### config.mk
export PLATFORM = sky130hd
export DESIGN_NAME = mpd_dimmer
export DESIGN_NICKNAME = d
export VERILOG_FILES = /design/src/rtl/mpd_pkg.sv /design/src/rtl/mpd_sync_meter.sv /design/src/rtl/mpd_frame.sv /design/src/rtl/mpd_lane.sv /design/src/rtl/mpd_dimmer.sv
export SDC_FILE = /design/constraint.sdc
export NUM_CORES = 2
export LEC_CHECK = 0
export BUFFER_PORTS_ARGS = -buffer_cell sky130_fd_sc_hd__buf_2
export CAP_MARGIN = 30
export CELL_PAD_IN_SITES_DETAIL_PLACEMENT = 1
export CELL_PAD_IN_SITES_GLOBAL_PLACEMENT = 1
export CORE_ASPECT_RATIO = 1.4
export CORE_MARGIN = 4
export CORE_UTILIZATION = 54
export CTS_CLUSTER_SIZE = 16
export DETAILED_ROUTE_END_ITERATION = 7
export GPL_TIMING_DRIVEN = 0
export PLACE_DENSITY_LB_ADDON = 0.25
export SYNTH_ARGS = -nofsm -noshare
export SYNTH_HDL_FRONTEND = slang
export SYNTH_SLANG_ARGS = --single-unit
### constraint.sdc
create_clock -name clk -period 46.1 [get_ports clk]
set_clock_uncertainty 0.2 [all_clocks]
set_input_delay 6.915 -clock clk [delete_from_list [all_inputs] [get_ports clk]]
set_output_delay 6.915 -clock clk [all_outputs]
set_load 0.03 [all_outputs]
### src/rtl/mpd_pkg.sv
package mpd_pkg;

  // Active lane count from the 2-bit selector: 6, 8, 10, 12.
  function automatic logic [3:0] lane_count(input logic [1:0] sel);
    return 4'd6 + {1'b0, sel, 1'b0};
  endfunction

  // Position of a lane inside the period, given the shared phase and its offset.
  function automatic int unsigned lane_pos(input int unsigned ph,
                                           input int unsigned off,
                                           input int unsigned per);
    if (ph >= off) return ph - off;
    return ph + per - off;
  endfunction

  // Lane level for a position: lit while pos < on, inverted when pol is low.
  function automatic logic lane_level(input int unsigned pos,
                                      input int unsigned on,
                                      input logic pol);
    return (pos < on) ~^ pol;
  endfunction

endpackage

### src/rtl/mpd_sync_meter.sv
module mpd_sync_meter #(
  parameter int CW  = 15,
  parameter int TMO = 20000
) (
  input  logic          clk,
  input  logic          rst_n,
  input  logic          vsync_i,
  output logic          edge_o,
  output logic [CW-1:0] gap_o,
  output logic          sync_ok_o,
  output logic [CW-1:0] tb_per_o
);
  localparam logic [CW-1:0] GAP_MAX = CW'(TMO - 1);

  logic [2:0] sy;
  logic       have_ref;
  logic       tmo_hit;

  assign edge_o  = sy[1] & ~sy[2];
  assign tmo_hit = !edge_o && (gap_o == GAP_MAX);

  always_ff @(posedge clk or negedge rst_n) begin
    if (!rst_n) begin
      sy        <= '0;
      gap_o     <= '0;
      have_ref  <= 1'b0;
      sync_ok_o <= 1'b0;
      tb_per_o  <= '0;
    end else begin
      sy <= {sy[1:0], vsync_i};
      if (edge_o) begin
        gap_o    <= '0;
        have_ref <= 1'b1;
        if (have_ref) begin
          tb_per_o  <= gap_o + CW'(1);
          sync_ok_o <= 1'b1;
        end
      end else if (tmo_hit) begin
        have_ref  <= 1'b0;
        sync_ok_o <= 1'b0;
      end else begin
        gap_o <= gap_o + CW'(1);
      end
    end
  end
endmodule

### src/rtl/mpd_frame.sv
module mpd_frame
  import mpd_pkg::*;
#(
  parameter int CW = 15,
  parameter int DW = 8
) (
  input  logic          clk,
  input  logic          rst_n,
  input  logic          en,
  input  logic [CW-1:0] pend_per,
  input  logic [DW-1:0] duty,
  input  logic [1:0]    sel,
  input  logic          pol,
  output logic          run,
  output logic          bnd,
  output logic [CW-1:0] ph,
  output logic [CW-1:0] per_q,
  output logic [CW-1:0] on_q,
  output logic [CW-1:0] step_q,
  output logic [3:0]    nph_q,
  output logic          pol_q
);
  localparam int PW = CW + DW;

  logic [PW-1:0] prod;
  logic [CW-1:0] on_n;
  logic [CW-1:0] step_n;
  logic [3:0]    nph_n;

  always_comb begin
    nph_n  = lane_count(sel);
    prod   = PW'(duty) * PW'(pend_per);
    on_n   = CW'(prod >> DW);
    step_n = pend_per / CW'(nph_n);
  end

  assign bnd = !run || (ph == per_q - CW'(1));

  always_ff @(posedge clk or negedge rst_n) begin
    if (!rst_n) begin
      run    <= 1'b0;
      ph     <= '0;
      per_q  <= CW'(2);
      on_q   <= '0;
      step_q <= '0;
      nph_q  <= 4'd6;
      pol_q  <= 1'b1;
    end else begin
      run <= en;
      if (!en) begin
        ph <= '0;
      end else if (bnd) begin
        ph     <= '0;
        per_q  <= pend_per;
        on_q   <= on_n;
        step_q <= step_n;
        nph_q  <= nph_n;
        pol_q  <= pol;
      end else begin
        ph <= ph + CW'(1);
      end
    end
  end
endmodule

### src/rtl/mpd_lane.sv
module mpd_lane
  import mpd_pkg::*;
#(
  parameter int CW  = 15,
  parameter int IDX = 0
) (
  input  logic          run,
  input  logic [CW-1:0] ph,
  input  logic [CW-1:0] per_q,
  input  logic [CW-1:0] on_q,
  input  logic [CW-1:0] step_q,
  input  logic [3:0]    nph_q,
  input  logic          pol_q,
  output logic          d,
  output logic          oe
);
  logic [CW-1:0] off;
  logic [CW-1:0] pos;

  always_comb begin
    off = CW'(IDX) * step_q;
    pos = CW'(lane_pos(32'(ph), 32'(off), 32'(per_q)));
    oe  = run && (4'(IDX) < nph_q);
    d   = oe && lane_level(32'(pos), 32'(on_q), pol_q);
  end
endmodule

### src/rtl/mpd_dimmer.sv
module mpd_dimmer #(
  parameter int NL      = 12,
  parameter int DW      = 8,
  parameter int CW      = 15,
  parameter int INT_PER = 8333,
  parameter int TMO_CYC = 20000
) (
  input  logic          clk,
  input  logic          rst_n,
  input  logic          en,
  input  logic          vsync,
  input  logic [1:0]    sel,
  input  logic          pol,
  input  logic [DW-1:0] duty,
  output logic [NL-1:0] lamp_d,
  output logic [NL-1:0] lamp_oe
);
  localparam logic [CW-1:0] INT_TB  = CW'(INT_PER);
  localparam logic [CW-1:0] MIN_PER = CW'(2);

  logic          vs_edge;
  logic [CW-1:0] gap;
  logic          sync_ok;
  logic [CW-1:0] tb_per;
  logic [CW-1:0] tb_sel;
  logic [CW-1:0] half;
  logic [CW-1:0] pend_per;

  logic          run;
  logic          bnd;
  logic [CW-1:0] ph;
  logic [CW-1:0] per_q;
  logic [CW-1:0] on_q;
  logic [CW-1:0] step_q;
  logic [3:0]    nph_q;
  logic          pol_q;

  mpd_sync_meter #(.CW(CW), .TMO(TMO_CYC)) u_meter (
    .clk(clk), .rst_n(rst_n), .vsync_i(vsync),
    .edge_o(vs_edge), .gap_o(gap), .sync_ok_o(sync_ok), .tb_per_o(tb_per)
  );

  always_comb begin
    tb_sel   = sync_ok ? tb_per : INT_TB;
    half     = tb_sel >> 1;
    pend_per = (half < MIN_PER) ? MIN_PER : half;
  end

  mpd_frame #(.CW(CW), .DW(DW)) u_frame (
    .clk(clk), .rst_n(rst_n), .en(en), .pend_per(pend_per),
    .duty(duty), .sel(sel), .pol(pol),
    .run(run), .bnd(bnd), .ph(ph), .per_q(per_q), .on_q(on_q),
    .step_q(step_q), .nph_q(nph_q), .pol_q(pol_q)
  );

  for (genvar k = 0; k < NL; k++) begin : g_lane
    mpd_lane #(.CW(CW), .IDX(k)) u_lane (
      .run(run), .ph(ph), .per_q(per_q), .on_q(on_q), .step_q(step_q),
      .nph_q(nph_q), .pol_q(pol_q), .d(lamp_d[k]), .oe(lamp_oe[k])
    );
  end
endmodule

; ---- Word level (Yosys, flattened, before mapping)
; Cells that the tools add are included.
[totals]
ff_bits = 101
latch_bits = 0
mem_bits_rw = 0
romBits = 0
inputBits = 15
memories = 0
[op_classes]
addsub = 27
mul = 8
n_div = 1
order_cmp = 37
eq_ne = 4
shifts = 0
mux = 46
n_bitwise = 14
n_reduce_logical = 32
[op_table]
columns = op, count
row1 = 15-bit two-way mux, 29
row2 = 15-bit subtractor, 22
row3 = 15-bit < comparator, 12
row4 = 15-bit >= comparator, 11
row5 = 15-bit by 1-bit adder with 15-bit output (second input constant), 2
row6 = 3-bit by 15-bit multiplier with 15-bit output (first input constant), 2
row7 = 4-bit by 15-bit multiplier with 15-bit output (first input constant), 2
row8 = 1-bit logical AND, 25
row9 = 8-bit by 14-bit multiplier with 22-bit output, 1
row10 = 3-bit by 4-bit < comparator with 1-bit output (first input constant), 4
row11 = 4-bit < comparator (first input constant), 4
row12 = 1-bit two-way mux, 16
row13 = 15-bit adder, 1
row14 = 15-bit by 4-bit divider with 15-bit output, 1
row15 = 15-bit equality test, 1
row16 = 15-bit equality test (second input constant), 1
row17 = 15-bit by 1-bit >= comparator with 1-bit output (second input constant), 1
row18 = 2-bit by 15-bit multiplier with 14-bit output (first input constant), 1
row19 = 2-bit by 15-bit multiplier with 15-bit output (first input constant), 1
row20 = 3-bit by 15-bit multiplier with 14-bit output (first input constant), 1
row21 = 15-bit by 1-bit subtractor with 15-bit output (second input constant), 1
row22 = 14-bit by 2-bit < comparator with 1-bit output (second input constant), 1
row23 = 14-bit two-way mux, 1
row24 = 1-bit bitwise XNOR, 12
row25 = 11 further kinds, 16

; ---- Logic depth before layout (Yosys ltp)
[depth]
depth_word = 7
depth_mapped = 102
ltp_nobuf = 99

; ---- By module
; From an unflattened synthesis, not the netlist that was laid out.
[unflattened]
hier_cells = 5093
area_unflattened_um2 = 40342.4
[by_module_without_submodules]
columns = mod, n_inst, cells_each, area_per_inst_um2, seq_area_each_um2
row1 = mpd_frame, 1, 1158, 9798.1, 1631.6
row2 = mpd_lane at g_lane[11].u_lane, 1, 404, 3183.1, 0.0
row3 = mpd_lane at g_lane[7].u_lane, 1, 337, 2819.0, 0.0
row4 = mpd_lane at g_lane[5].u_lane, 1, 349, 2762.6, 0.0
row5 = mpd_lane at g_lane[9].u_lane, 1, 345, 2708.8, 0.0
row6 = mpd_lane at g_lane[3].u_lane, 1, 342, 2700.1, 0.0
row7 = mpd_lane at g_lane[10].u_lane, 1, 341, 2648.8, 0.0
row8 = mpd_lane at g_lane[6].u_lane, 1, 321, 2567.5, 0.0
row9 = mpd_lane at g_lane[1].u_lane, 1, 348, 2527.4, 0.0
row10 = mpd_lane at g_lane[2].u_lane, 1, 327, 2337.2, 0.0
row11 = mpd_lane at g_lane[4].u_lane, 1, 315, 2182.1, 0.0
row12 = mpd_lane at g_lane[8].u_lane, 1, 302, 2155.8, 0.0
row13 = mpd_sync_meter, 1, 131, 1423.9, 875.8
row14 = mpd_lane at g_lane[0].u_lane, 1, 53, 381.6, 0.0
row15 = mpd_dimmer, 1, 20, 146.4, 0.0

; ---- Least setup slack after synthesis
; OpenSTA, ideal clock, no wires.
[synth_timing]
kind = input port to flip-flop
start = input port sel[0]
end = register u_frame.step_q[0]
arrival_time_ns = 25.654
required_time_ns = 45.774
slack_ns = 20.120
path_stages = 95
n_path_buf = 4
path_cell_list = inv_1 > ha_1 > ha_1 > a21o_1 > a32o_2 > ha_1 > o211ai_1 > nand3_1 > mux2i_4 > inv_2 > ha_1 > a21oi_1 > nand2_1 > or2_1 > buf_4 > nor2_1 > a21oi_1 > ha_1 > [59 not listed] > nor3_1 > nand4_2 > nor2_4 > mux2_2 > ha_1 > o21ai_0 > nand2b_1 > nor2_1 > mux2_2 > a41oi_1 > xor2_1 > ha_1 > o21ai_0 > nand2b_1 > a21oi_1 > and3_1 > nand4_1 > o32a_1
[synth_between]
elab_chain_len = 2
[synth_lines]
columns = item, line_no
row1 = start: declaration, mpd_dimmer.sv:12  ; input logic [1:0] sel,
row2 = 3-bit by 3-bit adder with 4-bit output, mpd_pkg.sv:5  ; return 4'd6 + {1'b0, sel, 1'b0};
row3 = 15-bit by 4-bit divider with 15-bit output, mpd_frame.sv:34  ; step_n = pend_per / CW'(nph_n);
row4 = end signal: assignment, mpd_frame.sv:56  ; step_q <= step_n;
row5 = end: declaration, mpd_frame.sv:19  ; output logic [CW-1:0] step_q,
; Every way passes these cells.
; A chain may end at the register's enable or synchronous reset.

; ---- Worst setup path in the final report
[layout_timing]
start = input port sel[0]
end = register u_frame.step_q[0]
[layout_between]
elab_chain_len = 2
[layout_lines]
columns = item, line_no
row1 = 3-bit by 3-bit adder with 4-bit output, mpd_pkg.sv:5
row2 = named net u_frame.nph_n[1], mpd_frame.sv:28  ; logic [3:0] nph_n;
row3 = 15-bit by 4-bit divider with 15-bit output, mpd_frame.sv:34
; The timed path passes the listed nets, and every way through them passes these cells.

==> results.toml <==
[floorplanning]
die_area_um2 = 60000
fp.dieH_um = 288
num_rows = 102
io_pins = 39
coreArea_um2 = 55400
die_x_um = 208
start_util_pct = 54.7

[synth]
synth.area.top_cells = "ha_1 (25%), xnor2_1 (7.7%), dfrtp_1 (7.7%), fa_1 (7.3%), a21oi_1 (6.5%)"
netlist_area_um2 = 30300
synth_top_area_share_pct = 25.1
ys_seq_area_share_pct = 8.03
synthCells = 3931
synth_flop_cell = "dfrtp_1"
yosysUniqueCellTypes = 100
yosysWarnings = 0
ys_seq_elements = 97
syn_area_per_cell_um2 = 7.71
syn_nets = 4666
yosysTopAreaCell = "ha_1"
synth_edf_count = 0
synthArstFlopShare_pct = 100

[detailed_routing]
routed_wirelength_mm = 128
viasPerCell = 6.59
post-route-drc-count = 0
dr.pass1.iters = 5
num_vias = 31400
wl_per_cell_um = 26.9
detail-route-antenna-nets = 0
drtIter0Drc = 2061

[sta]
relSlewSlack_pct = 28.4
fmax_ghz = 0.0329
setup_violations = 0
rsz0062_at_grt = "no"
tightest_slew_ns = 1.07
finalHoldViolations = 0
timing.final.crit_period_ns = 30.35
final_max_slew_viol_count = 0
fin_crit_sh_pct = 65.8
finalSetupTns_ns = 0

[setup_path]
worstPathArrival_ns = 30.40
cpPeakStageDelay_ns = 0.77
path_delay_family = "compound AO/OA/AOI/OAI gates"
path_class = "input port to flop"
start_kind = "input port"
critical_path.slowest_cell = "ha_1"
cp_common_cell = "ha_1"
r2r_setup_slack_ns = 22.69
path_max_fanout = 19
cp.required_ns = 46.15
cp_num_buf_inv = 7
cp-end-kind = "flop"

[clocking]
cts_tree = "yes"
path_clk_slew_ns = 0.07
clkSinkCount = 97
cts.path.max_buffers = 2
cts_buffers = 9
cts_root_buf = "clkbuf_16"
htree_levels = 3
clkLatencyLatePin_ns = 0.39
cts_resized = 0
post_cts_buffers = 0
ctsHoldBuffers = 0

[global_routing]
grtUsageMet2_pct = 70.4
use_met1_pct = 42.2
grt_pass1_wl_mm = 195
antenna_found_initial = 2
grt-busiest-layer = "met2"
grt_max_degree = 64
grt_pass1_vias = 34400
grt.total_usage_pct = 41.6
grtUsageMet3_pct = 9.17
grt.overflow.total = 0

[placement]
numPortBuffers = 38
place.gp.congestion = 0.983
dp_hpwl_mm = 102

[hold_path]
hold_path.class = "flop to flop"

[finish]
final_common_cell = "ha_1"
finalNetCount = 4757
final_layout_size_suffix_gt1_share_pct = 5.56
antenna_cells = 0
area_growth_pct = 7.93
final_util_pct = 59.0
layout_common_cells = "ha_1 (609), inv_1 (452), a21oi_1 (392), o21ai_0 (300), nand2_1 (257)"
nFillCells = 7041

[status]
status = "finished, final reports clean"

[run]
cap_violations = 0
[per-layer routing]
layer	up-vias	part of all wire (%)	wire, um
li1	14000	-	-
met1	15100	34	44000
met2	1420	46	58900
met3	815	7.3	9390
met4	6	12	15600
met5	-	0.032	41
[final cells by class]
class / count / area [um2] / area share, %
tap: 728 / 911 / 2.79
inverter: 456 / 1710 / 5.23
multi-input combinational: 3277 / 25800 / 78.8
sequential: 97 / 2430 / 7.44
buffer: 101 / 479 / 1.47
timing repair buffer: 80 / 1070 / 3.29
clock inverter: 7 / 110 / 0.337
clock buffer: 9 / 225 / 0.689
[cells in the mapped netlist (5+ instances only)]
cell / number
nor2_1: 227
fa_1: 111
nand3_1: 95
a211oi_1: 9
nand2b_1: 96
o31ai_1: 32
xor2_1: 73
o21bai_1: 66
and4_1: 10
o21ai_0: 300
or3_1: 14
or4_1: 8
o22ai_1: 7
or2_2: 12
and2_1: 46
clkbuf_1: 64
a21o_1: 100
mux2_2: 39
o2111ai_1: 5
buf_2: 5
buf_1: 7
nand4b_1: 5
buf_4: 25
inv_1: 452
nor2b_1: 48
ha_1: 609
nand4_1: 48
a21boi_0: 26
mux2i_1: 46
o211ai_1: 17
a21oi_1: 392
nand3b_1: 21
xnor2_1: 267
a211o_1: 10
and3_1: 46
a31oi_1: 14
nor3_1: 57
nand2_1: 257
nor4_1: 19
o21a_1: 58
dfrtp_1: 93
[cells by family after synthesis]
group,Yosys count,synth area share [%]
AO/OA/AOI/OAI,1097,22.0
AND/OR/NAND/NOR,1029,17.2
adder cells (fa/ha/maj),721,32.5
buffers and inverters,557,7.23
XOR/XNOR,340,9.83
flip-flops,97,8.03
multiplexers,89,3.16
other,1,0.0124
[worst paths after layout]
kind / startpoint / to / depth (start not counted)
max: sel[0] / u_frame.step_q[0]$_DFFE_PN0P_ / 96
min: u_meter.sy[0]$_DFF_PN0_ / u_meter.sy[1]$_DFF_PN0_ / 0
max reg2reg: u_meter.tb_per_o[14]$_DFFE_PN0P_ / u_frame.step_q[0]$_DFFE_PN0P_ / 95
min reg2reg: u_meter.sy[0]$_DFF_PN0_ / u_meter.sy[1]$_DFF_PN0_ / 0
max in group asynchronous: rst_n / u_frame.nph_q[1]$_DFFE_PN1P_ / 2
min in group asynchronous: rst_n / u_frame.step_q[8]$_DFFE_PN0P_ / 1
[sequential cells by signal, summed over array words and instances, names as in the netlist]
name	count
u_meter.have_ref	1
u_frame.per_q	14
u_meter.gap_o	15
u_frame.run	1
u_meter.tb_per_o	14
u_frame.nph_q	3
u_frame.ph	15
u_meter.sync_ok_o	1
u_meter.sy	3
u_frame.on_q	14
u_frame.step_q	15
u_frame.pol_q	1
[metrics by stage]
step	setup WS (ns)	std cells	area (um2)	hold WS (ns)
global placement	16.22	4697	31400	0.147
detailed placement	15.61	4734	32300	0.138
global route	13.80	4755	32700	0.182
floorplan	20.12	3931	30300	0.131
CTS	15.93	4750	32600	0.163
finish	15.75	4755	32700	0.157
Power is left out: the tool's default activity adds up to more than one toggle a clock period on the data nets, which glitch-free logic cannot reach.
